### config.mk
export PLATFORM = sky130hd
export DESIGN_NAME = periph_lock_ctrl
export DESIGN_NICKNAME = d
export VERILOG_FILES = /design/src/rtl/plk_pkg.sv /design/src/rtl/plk_key_fsm.sv /design/src/rtl/plk_lock_regs.sv /design/src/rtl/plk_write_gate.sv /design/src/rtl/periph_lock_ctrl.sv
export SDC_FILE = /design/constraint.sdc
export NUM_CORES = 1
export LEC_CHECK = 0
export CAP_MARGIN = 10
export CORE_MARGIN = 8
export CORE_UTILIZATION = 31
export CTS_CLUSTER_SIZE = 30
export DETAILED_ROUTE_END_ITERATION = 12
export PLACE_DENSITY = 0.77
export SYNTH_ARGS = -nofsm -noshare
export SYNTH_HDL_FRONTEND = slang
export SYNTH_SLANG_ARGS = --single-unit
export TNS_END_PERCENT = 30
### constraint.sdc
create_clock -name clk -period 1.5 [get_ports clk]
set_input_delay 0.3 -clock clk [delete_from_list [all_inputs] [get_ports clk]]
set_output_delay 0.3 -clock clk [all_outputs]
set_load 0.005 [all_outputs]
### src/rtl/plk_pkg.sv
package plk_pkg;
    typedef enum logic [1:0] {
        KS_LOCKED = 2'd0,
        KS_HALF   = 2'd1,
        KS_OPEN   = 2'd2
    } key_state_t;

    localparam int unsigned ADDR_W   = 2;
    localparam logic [ADDR_W-1:0] A_KEY   = 2'd0;
    localparam logic [ADDR_W-1:0] A_LOCKA = 2'd1;
    localparam logic [ADDR_W-1:0] A_LOCKB = 2'd2;
endpackage

### src/rtl/plk_key_fsm.sv
module plk_key_fsm
    import plk_pkg::*;
#(
    parameter int unsigned          DATA_W     = 32,
    parameter logic [DATA_W-1:0]    KEY_FIRST  = 32'h0000_00A5,
    parameter logic [DATA_W-1:0]    KEY_SECOND = 32'h0000_00F1
) (
    input  logic              clk,
    input  logic              rst_n,
    input  logic              key_wr,
    input  logic [DATA_W-1:0] key_val,
    output key_state_t        state,
    output logic              is_open
);
    key_state_t state_q, state_d;

    // state register
    always_ff @(posedge clk or negedge rst_n) begin
        if (!rst_n) begin
            state_q <= KS_LOCKED;
        end else begin
            state_q <= state_d;
        end
    end

    // next state
    always_comb begin
        state_d = state_q;
        if (key_wr) begin
            unique case (state_q)
                KS_LOCKED: state_d = (key_val == KEY_FIRST)  ? KS_HALF : KS_LOCKED;
                KS_HALF:   state_d = (key_val == KEY_SECOND) ? KS_OPEN : KS_LOCKED;
                KS_OPEN:   state_d = KS_LOCKED;
                default:   state_d = KS_LOCKED;
            endcase
        end
    end

    // outputs
    always_comb begin
        state   = state_q;
        is_open = (state_q == KS_OPEN);
    end
endmodule

### src/rtl/plk_lock_regs.sv
module plk_lock_regs #(
    parameter int unsigned GRP_PER_REG = 8,
    parameter int unsigned N_REGS      = 2,
    localparam int unsigned NGRP       = GRP_PER_REG * N_REGS
) (
    input  logic                   clk,
    input  logic                   rst_n,
    input  logic                   is_open,
    input  logic [N_REGS-1:0]      reg_wr,
    input  logic [GRP_PER_REG-1:0] wr_bits,
    output logic [NGRP-1:0]        lock_vec
);
    for (genvar r = 0; r < N_REGS; r++) begin : g_reg
        logic [GRP_PER_REG-1:0] bits_q;
        always_ff @(posedge clk or negedge rst_n) begin
            if (!rst_n) begin
                bits_q <= '0;
            end else if (is_open && reg_wr[r]) begin
                bits_q <= wr_bits;
            end
        end
        assign lock_vec[r*GRP_PER_REG +: GRP_PER_REG] = bits_q;
    end
endmodule

### src/rtl/plk_write_gate.sv
module plk_write_gate #(
    parameter int unsigned NGRP  = 16,
    localparam int unsigned GRP_W = $clog2(NGRP)
) (
    input  logic             p_we,
    input  logic             p_re,
    input  logic [GRP_W-1:0] p_grp,
    input  logic [NGRP-1:0]  lock_vec,
    output logic [NGRP-1:0]  p_we_ok,
    output logic [NGRP-1:0]  p_re_ok,
    output logic             p_blocked
);
    logic [NGRP-1:0] hit;
    for (genvar g = 0; g < NGRP; g++) begin : g_grp
        assign hit[g]     = (p_grp == GRP_W'(g));
        assign p_we_ok[g] = p_we & hit[g] & ~lock_vec[g];
        assign p_re_ok[g] = p_re & hit[g];
    end
    assign p_blocked = p_we & |(hit & lock_vec);
endmodule

### src/rtl/periph_lock_ctrl.sv
module periph_lock_ctrl
    import plk_pkg::*;
#(
    parameter int unsigned DATA_W      = 32,
    parameter int unsigned GRP_PER_REG = 8,
    localparam int unsigned NGRP       = 2 * GRP_PER_REG,
    localparam int unsigned GRP_W      = $clog2(NGRP)
) (
    input  logic              clk,
    input  logic              rst_n,
    input  logic [1:0]        cfg_addr,
    input  logic              cfg_we,
    input  logic [DATA_W-1:0] cfg_wdata,
    output logic [DATA_W-1:0] cfg_rdata,
    input  logic              p_we,
    input  logic              p_re,
    input  logic [GRP_W-1:0]  p_grp,
    output logic [NGRP-1:0]   p_we_ok,
    output logic [NGRP-1:0]   p_re_ok,
    output logic              p_blocked
);
    key_state_t      key_state;
    logic            is_open;
    logic [NGRP-1:0] lock_vec;
    logic [1:0]      reg_wr;
    logic            key_wr;

    assign key_wr    = cfg_we && (cfg_addr == A_KEY);
    assign reg_wr[0] = cfg_we && (cfg_addr == A_LOCKA);
    assign reg_wr[1] = cfg_we && (cfg_addr == A_LOCKB);

    plk_key_fsm #(.DATA_W(DATA_W)) u_fsm (
        .clk     (clk),
        .rst_n   (rst_n),
        .key_wr  (key_wr),
        .key_val (cfg_wdata),
        .state   (key_state),
        .is_open (is_open)
    );

    plk_lock_regs #(.GRP_PER_REG(GRP_PER_REG), .N_REGS(2)) u_regs (
        .clk      (clk),
        .rst_n    (rst_n),
        .is_open  (is_open),
        .reg_wr   (reg_wr),
        .wr_bits  (cfg_wdata[GRP_PER_REG-1:0]),
        .lock_vec (lock_vec)
    );

    logic unused_hi;
    assign unused_hi = ^cfg_wdata[DATA_W-1:GRP_PER_REG];

    plk_write_gate #(.NGRP(NGRP)) u_gate (
        .p_we      (p_we),
        .p_re      (p_re),
        .p_grp     (p_grp),
        .lock_vec  (lock_vec),
        .p_we_ok   (p_we_ok),
        .p_re_ok   (p_re_ok),
        .p_blocked (p_blocked)
    );

    always_comb begin
        cfg_rdata = '0;
        unique case (cfg_addr)
            A_KEY:   cfg_rdata = DATA_W'(key_state);
            A_LOCKA: cfg_rdata = DATA_W'(lock_vec[GRP_PER_REG-1:0]);
            A_LOCKB: cfg_rdata = DATA_W'(lock_vec[NGRP-1:GRP_PER_REG]);
            default: cfg_rdata = '0;
        endcase
    end
endmodule

After elaboration in Yosys (flattened, before gate mapping)
Cells that the tools add are included.

word-level totals
  output and inout bits = 65
  memories = 0
  bits in read-only memories = 0
  memory bits (writable) = 0
  latch bits = 0
  register bits = 18
  bits of input ports = 43
  word-level logic and storage cells = 103

operators by class
  shifts and indexed selects = 0
  divide/modulo/power cells = 0
  $lt $le $gt $ge = 0
  reduce and logical (&&, ||, !) cells = 9
  multiply operators = 0
  equality and inequality tests = 21
  mux-type cells = 4
  add/subtract/negate cells = 0
  bitwise operators = 66

operator list
  kind                                             count
  == test 32 x 8 -> 1 bit (second input constant)  2
  AND 1 bit                                        49
  == test 4 bit (second input constant)            8
  one-hot mux 8 bit (3 select lines)               1
  AND 16 bit                                       1
  == test 4 x 3 -> 1 bit (second input constant)   4
  NOT 1 bit                                        16
  OR reduction 16 bit                              1
  == test 4 x 2 -> 1 bit (second input constant)   2
  logical AND 1 bit                                5
  == test 2 x 1 -> 1 bit (second input constant)   2
  == test 2 bit (second input constant)            2
  == test 4 x 1 -> 1 bit (second input constant)   1
  zero test 2 bit                                  2
  zero test 4 bit                                  1
  one-hot mux 2 bit (2 select lines)               1
  2-to-1 mux 2 bit                                 1
  2-to-1 mux 1 bit                                 1

Longest topological paths before layout
  depth in word-level cells = 4
  gate-level depth with buffers = 5
  depth with buffers taken out = 4

Cells and area by module
Synthesis repeated with hierarchy kept, for this count alone.

second synthesis, totals
  cells, all modules = 162
  area, all modules = 1,507.7 µm²

by module, submodules not included
  module            sequential area each (µm²)  cells an instance  times used  area an instance (µm²)
  plk_lock_regs     400.4                       34                 1           593.1
  plk_write_gate    0.0                         68                 1           392.9
  periph_lock_ctrl  0.0                         41                 1           327.8
  plk_key_fsm       50.0                        19                 1           193.9

Worst setup path before layout
OpenSTA, ideal clock, no wires.

  path kind = in2out
  from = input p_grp[1]
  to = output p_blocked
  required time = 1.200 ns
  cell stages on the path = 5
  setup slack = -0.048 ns
  path buffers = 1
  arrival = 1.248 ns
  path through = buf_2 > inv_1 > nand2_1 > o32ai_1 > o41a_1

between the ends
  word-level cells in the longest chain between the ends = 4
  elaborated cells on any way between the ends = 19
  those cells by class = eq/ne (15); bitwise (2); reduce/logical (2)

ends and longest elaborated chain
  item                                            line                    source
  start, declared                                 periph_lock_ctrl.sv:17  input logic [GRP_W-1:0] p_grp,
  == test 4 x 1 -> 1 bit (tied with other cells)  plk_write_gate.sv:15    assign hit[g] = (p_grp == GRP_W'(g));
  AND 16 bit (*)                                  plk_write_gate.sv:19    assign p_blocked = p_we & |(hit & lock_vec);
  OR reduction 16 bit (*)                         plk_write_gate.sv:19
  AND 1 bit (*)                                   plk_write_gate.sv:19
  end, declared                                   periph_lock_ctrl.sv:20  output logic p_blocked

Mark *: on every way between the ends. The rest lies on a longest branch, timed or not.

Worst setup path after layout
  from = register u_regs.g_reg[1].bits_q[2]
  to = output p_blocked

between the ends
  word-level cells in the longest chain between the ends = 3

ends and longest elaborated chain
  item                    line                  source
  start, declared         plk_lock_regs.sv:14   logic [GRP_PER_REG-1:0] bits_q;
  start signal, assigned  plk_lock_regs.sv:19   bits_q <= wr_bits;
  AND 16 bit              plk_write_gate.sv:19
  OR reduction 16 bit     plk_write_gate.sv:19
  AND 1 bit               plk_write_gate.sv:19

No other way between the ends.

==> results.py <==
metrics = {
    "outcome": {
        "status": "finished, violations left",
        "violations": "setup timing",
    },
    "timing": {
        "rsz0062_at_grt": "yes",
        "setup_slack_ns": -0.355,
        "post-route-period-util_pct": 124,
        "drv_slew": 0,
        "whs_ns": 0.375,
        "setup_viol": 4,
        "fmaxAchievable_mhz": 539,
        "fin_crit_ns": 1.85,
        "finClkSkew_ns": 0.00421,
        "finalHoldViolCount": 0,
    },
    "place": {
        "gp_congestion": 0.882,
        "placedCellCount": 347,
        "place_ws_ns": -1.06,
        "hpwl_um": 4990,
        "port_buffers": 83,
    },
    "synthesis": {
        "synth_top_area_share_pct": 30.7,
        "yosys_register_bits": 18,
        "synth.avg_cell_area_um2": 8.49,
        "synth_area_um2": 1470,
        "yosysTopAreaCell": "dfrtp_1",
        "async_flop_share_pct": 100,
        "synth_edf_count": 0,
        "synth_cells": 173,
        "synthFlopType": "dfrtp_1",
        "ys_seq_area_share_pct": 30.7,
        "synth_cell_types": 33,
        "yosys_warnings": 0,
        "synthTopCellsByArea": "dfrtp_1 31%, buf_4 13%, mux2_2 12%, nor3_1 5.5%, nor2_1 4.9%",
    },
    "global_route": {
        "grt-ovfl-total": 0,
        "grt_max_degree": 19,
        "groute.usage.overall_pct": 16.9,
        "grt_pass1_wl_um": 9910,
        "antenna_found_initial": 0,
        "grt_pass1_vias": 1959,
    },
    "setup_path": {
        "max_stage_delay_ns": 0.42,
        "cpMostUsedCell": "a32oi_1",
        "critPathSlowestCell": "o41a_1",
        "end_kind": "output pin",
        "start_kind": "flip-flop",
        "r2r_end": "u_fsm.state[0]",
        "rr_startpoint": "u_fsm.state[1]",
        "required_ns": 1.20,
        "arrival_ns": 1.55,
        "worstPathCellList": "and2_1, a32oi_1, a32oi_1, o41a_1, buf_2",
        "worst-path-max-fanout": 2,
        "worst-r2r-cell-count": 4,
        "crit_type": "reg2out",
        "r2r_setup_slack_ns": 0.01,
    },
    "route": {
        "dr.pass1.iters": 4,
        "avgRoutedWirePerCell_um": 18.2,
        "finalWirelength_um": 6480,
        "avgViaCountPerCell": 5.18,
        "drt_iter0_drc": 152,
        "antenna_left": 0,
        "vias": 1845,
        "drcViolationCount": 0,
    },
    "floorplan": {
        "die_w_um": 84.8,
        "die_y_um": 84.8,
        "rows": 25,
        "start_util_pct": 31.5,
        "boundaryPins": 108,
        "die_area_um2": 7200,
        "core_um2": 4660,
    },
    "cts": {
        "cts_hold_buffers": 0,
        "cts.sinks": 18,
        "cts_root_buf": "clkbuf_8",
        "clkTransAtPathRegs_ns": 0.07,
        "htreeDepth": 1,
        "numCtsBuffers": 3,
        "clk_latency_ns": 0.25,
        "cts_tree": "done",
        "clock_path_buffers": 2,
    },
    "pwr": {
        "power_density_nw_per_um2": 433,
        "total_power_mw": 1.20,
        "leakagePower_nw": 1.45,
        "peakVddDrop_uv": 458,
    },
    "worst_hold_path": {
        "min_path_type": "in2async",
    },
    "final_layout": {
        "diodes": 0,
        "layout-drive-gt1-share_pct": 50.7,
        "n_fill_cell": 403,
        "areaGrowthSynthToFinish_pct": 88.2,
        "final_cells": 356,
        "finalCoreUtilization_pct": 59.3,
        "fin_nets": 347,
    },
    "job": {
        "drv_cap": 0,
    },
}
layer usage:
layer	vias to the layer above	GRT usage (%)	part of all wire, %	wire [um]
li1	845	-	-	-
met1	893	18.9	39	2510
met2	97	30.8	53	3410
met3	10	4.25	6.7	436
met4	0	4.69	1.9	126
met5	-	0	0	0
worst max-delay path: cells and delay by family, from the launching register on:
kind | cells | cell delay, ns
DFF | 1 | 0.38
and+or+nand+nor | 1 | 0.14
AOI/OAI and AO/OA | 3 | 0.64
buffers and inverters | 1 | 0.14
synthesized netlist by cell type (4+ instances only):
cell type	count
buf_4	25
nor2_1	19
dfrtp_1	18
nand2_1	17
mux2_2	16
nor3_1	16
a22o_1	6
nor4_1	6
buf_2	5
nand3_1	5
a32oi_1	4
nand4_1	4
flip-flops by register name, indices dropped and copies added (netlist names):
signal and flops:
u_regs.g.bits_q 16, u_fsm.state 2
cells in the final DEF, fill, tap and decap left out, types with 2 or more instances in the layout:
| cell | count |
|---|---|
| mux2_2 | 16 |
| clkdlybuf4s15_2 | 3 |
| nor2b_4 | 2 |
| nor3_1 | 3 |
| nand4_1 | 4 |
| nand2_2 | 3 |
| nand3_1 | 3 |
| buf_4 | 45 |
| dlygate4sd2_1 | 9 |
| nor3_2 | 9 |
| and2_1 | 2 |
| buf_2 | 28 |
| a32oi_1 | 4 |
| a22o_1 | 6 |
| dlymetal6s2s_1 | 11 |
| clkbuf_2 | 7 |
| nand3_2 | 2 |
| mux2i_1 | 2 |
| o21ai_1 | 2 |
| clkbuf_8 | 3 |
| nor3_4 | 4 |
| nand3b_1 | 2 |
| nand2_1 | 9 |
| conb_1 | 24 |
| nor4_2 | 6 |
| a31oi_1 | 3 |
| nand2_4 | 5 |
| dfrtp_1 | 18 |
| nor2_1 | 17 |
| clkdlybuf4s50_1 | 20 |
| buf_6 | 9 |
metrics by stage:
stage                     setup TNS (ns)  instance area, um^2
final                             -0.645                 2760
after CTS                         -0.833                 2740
after floorplan                        0                 1570
after global routing               -1.00                 2760
after detailed placement          -40.19                 2580
after global placement            -39.90                 2580
power breakdown:
group | total, mW | internal [mW] | switching [mW]
logic | 0.373 | 0.192 | 0.181
registers | 0.485 | 0.485 | 0.0000000000143
clock network | 0.338 | 0.178 | 0.160
logic make-up after synthesis:
family                 count (synthesis)  synth area share, %
AOI/OAI and AO/OA                     21                 11.2
and+or+nand+nor                       82                 28.5
muxes                                 18                 13.6
buffers and inverters                 33                 15.8
DFF                                   18                 30.7
other                                  1                0.255
area by class of cell:
cell class                 count  area (um^2)  share of cell area, %
clock buffer                   3         41.3                   1.49
tap                           54         67.6                   2.44
inverter                       2         10.0                  0.362
sequential                    18          450                   16.3
multi-input combinational    145         1100                   40.0
timing repair buffer         134         1090                   39.4
worst max path at each step:
stage | endpoint | from | slack [ns] | cells after the start
after floorplan | p_blocked | p_grp[2] | 0.002 | 5
after global placement | p_blocked | p_grp[1] | -1.02 | 6
after detailed placement | p_blocked | p_grp[1] | -1.06 | 6
after CTS | p_blocked | u_regs.g_reg[1].bits_q[1] | -0.34 | 5
after global routing | p_blocked | u_regs.g_reg[1].bits_q[2] | -0.41 | 5
final | p_blocked | u_regs.g_reg[1].bits_q[2] | -0.35 | 5
timing repair:
item / CTS / global route
cloned: 1 / 0
pin swaps: 8 / 15
setup endpoints to repair: 59 / 28
buffers inserted: 5 / 1
gates resized for setup: 208 / 42
No activity file was read; power rests on OpenSTA's default activity.
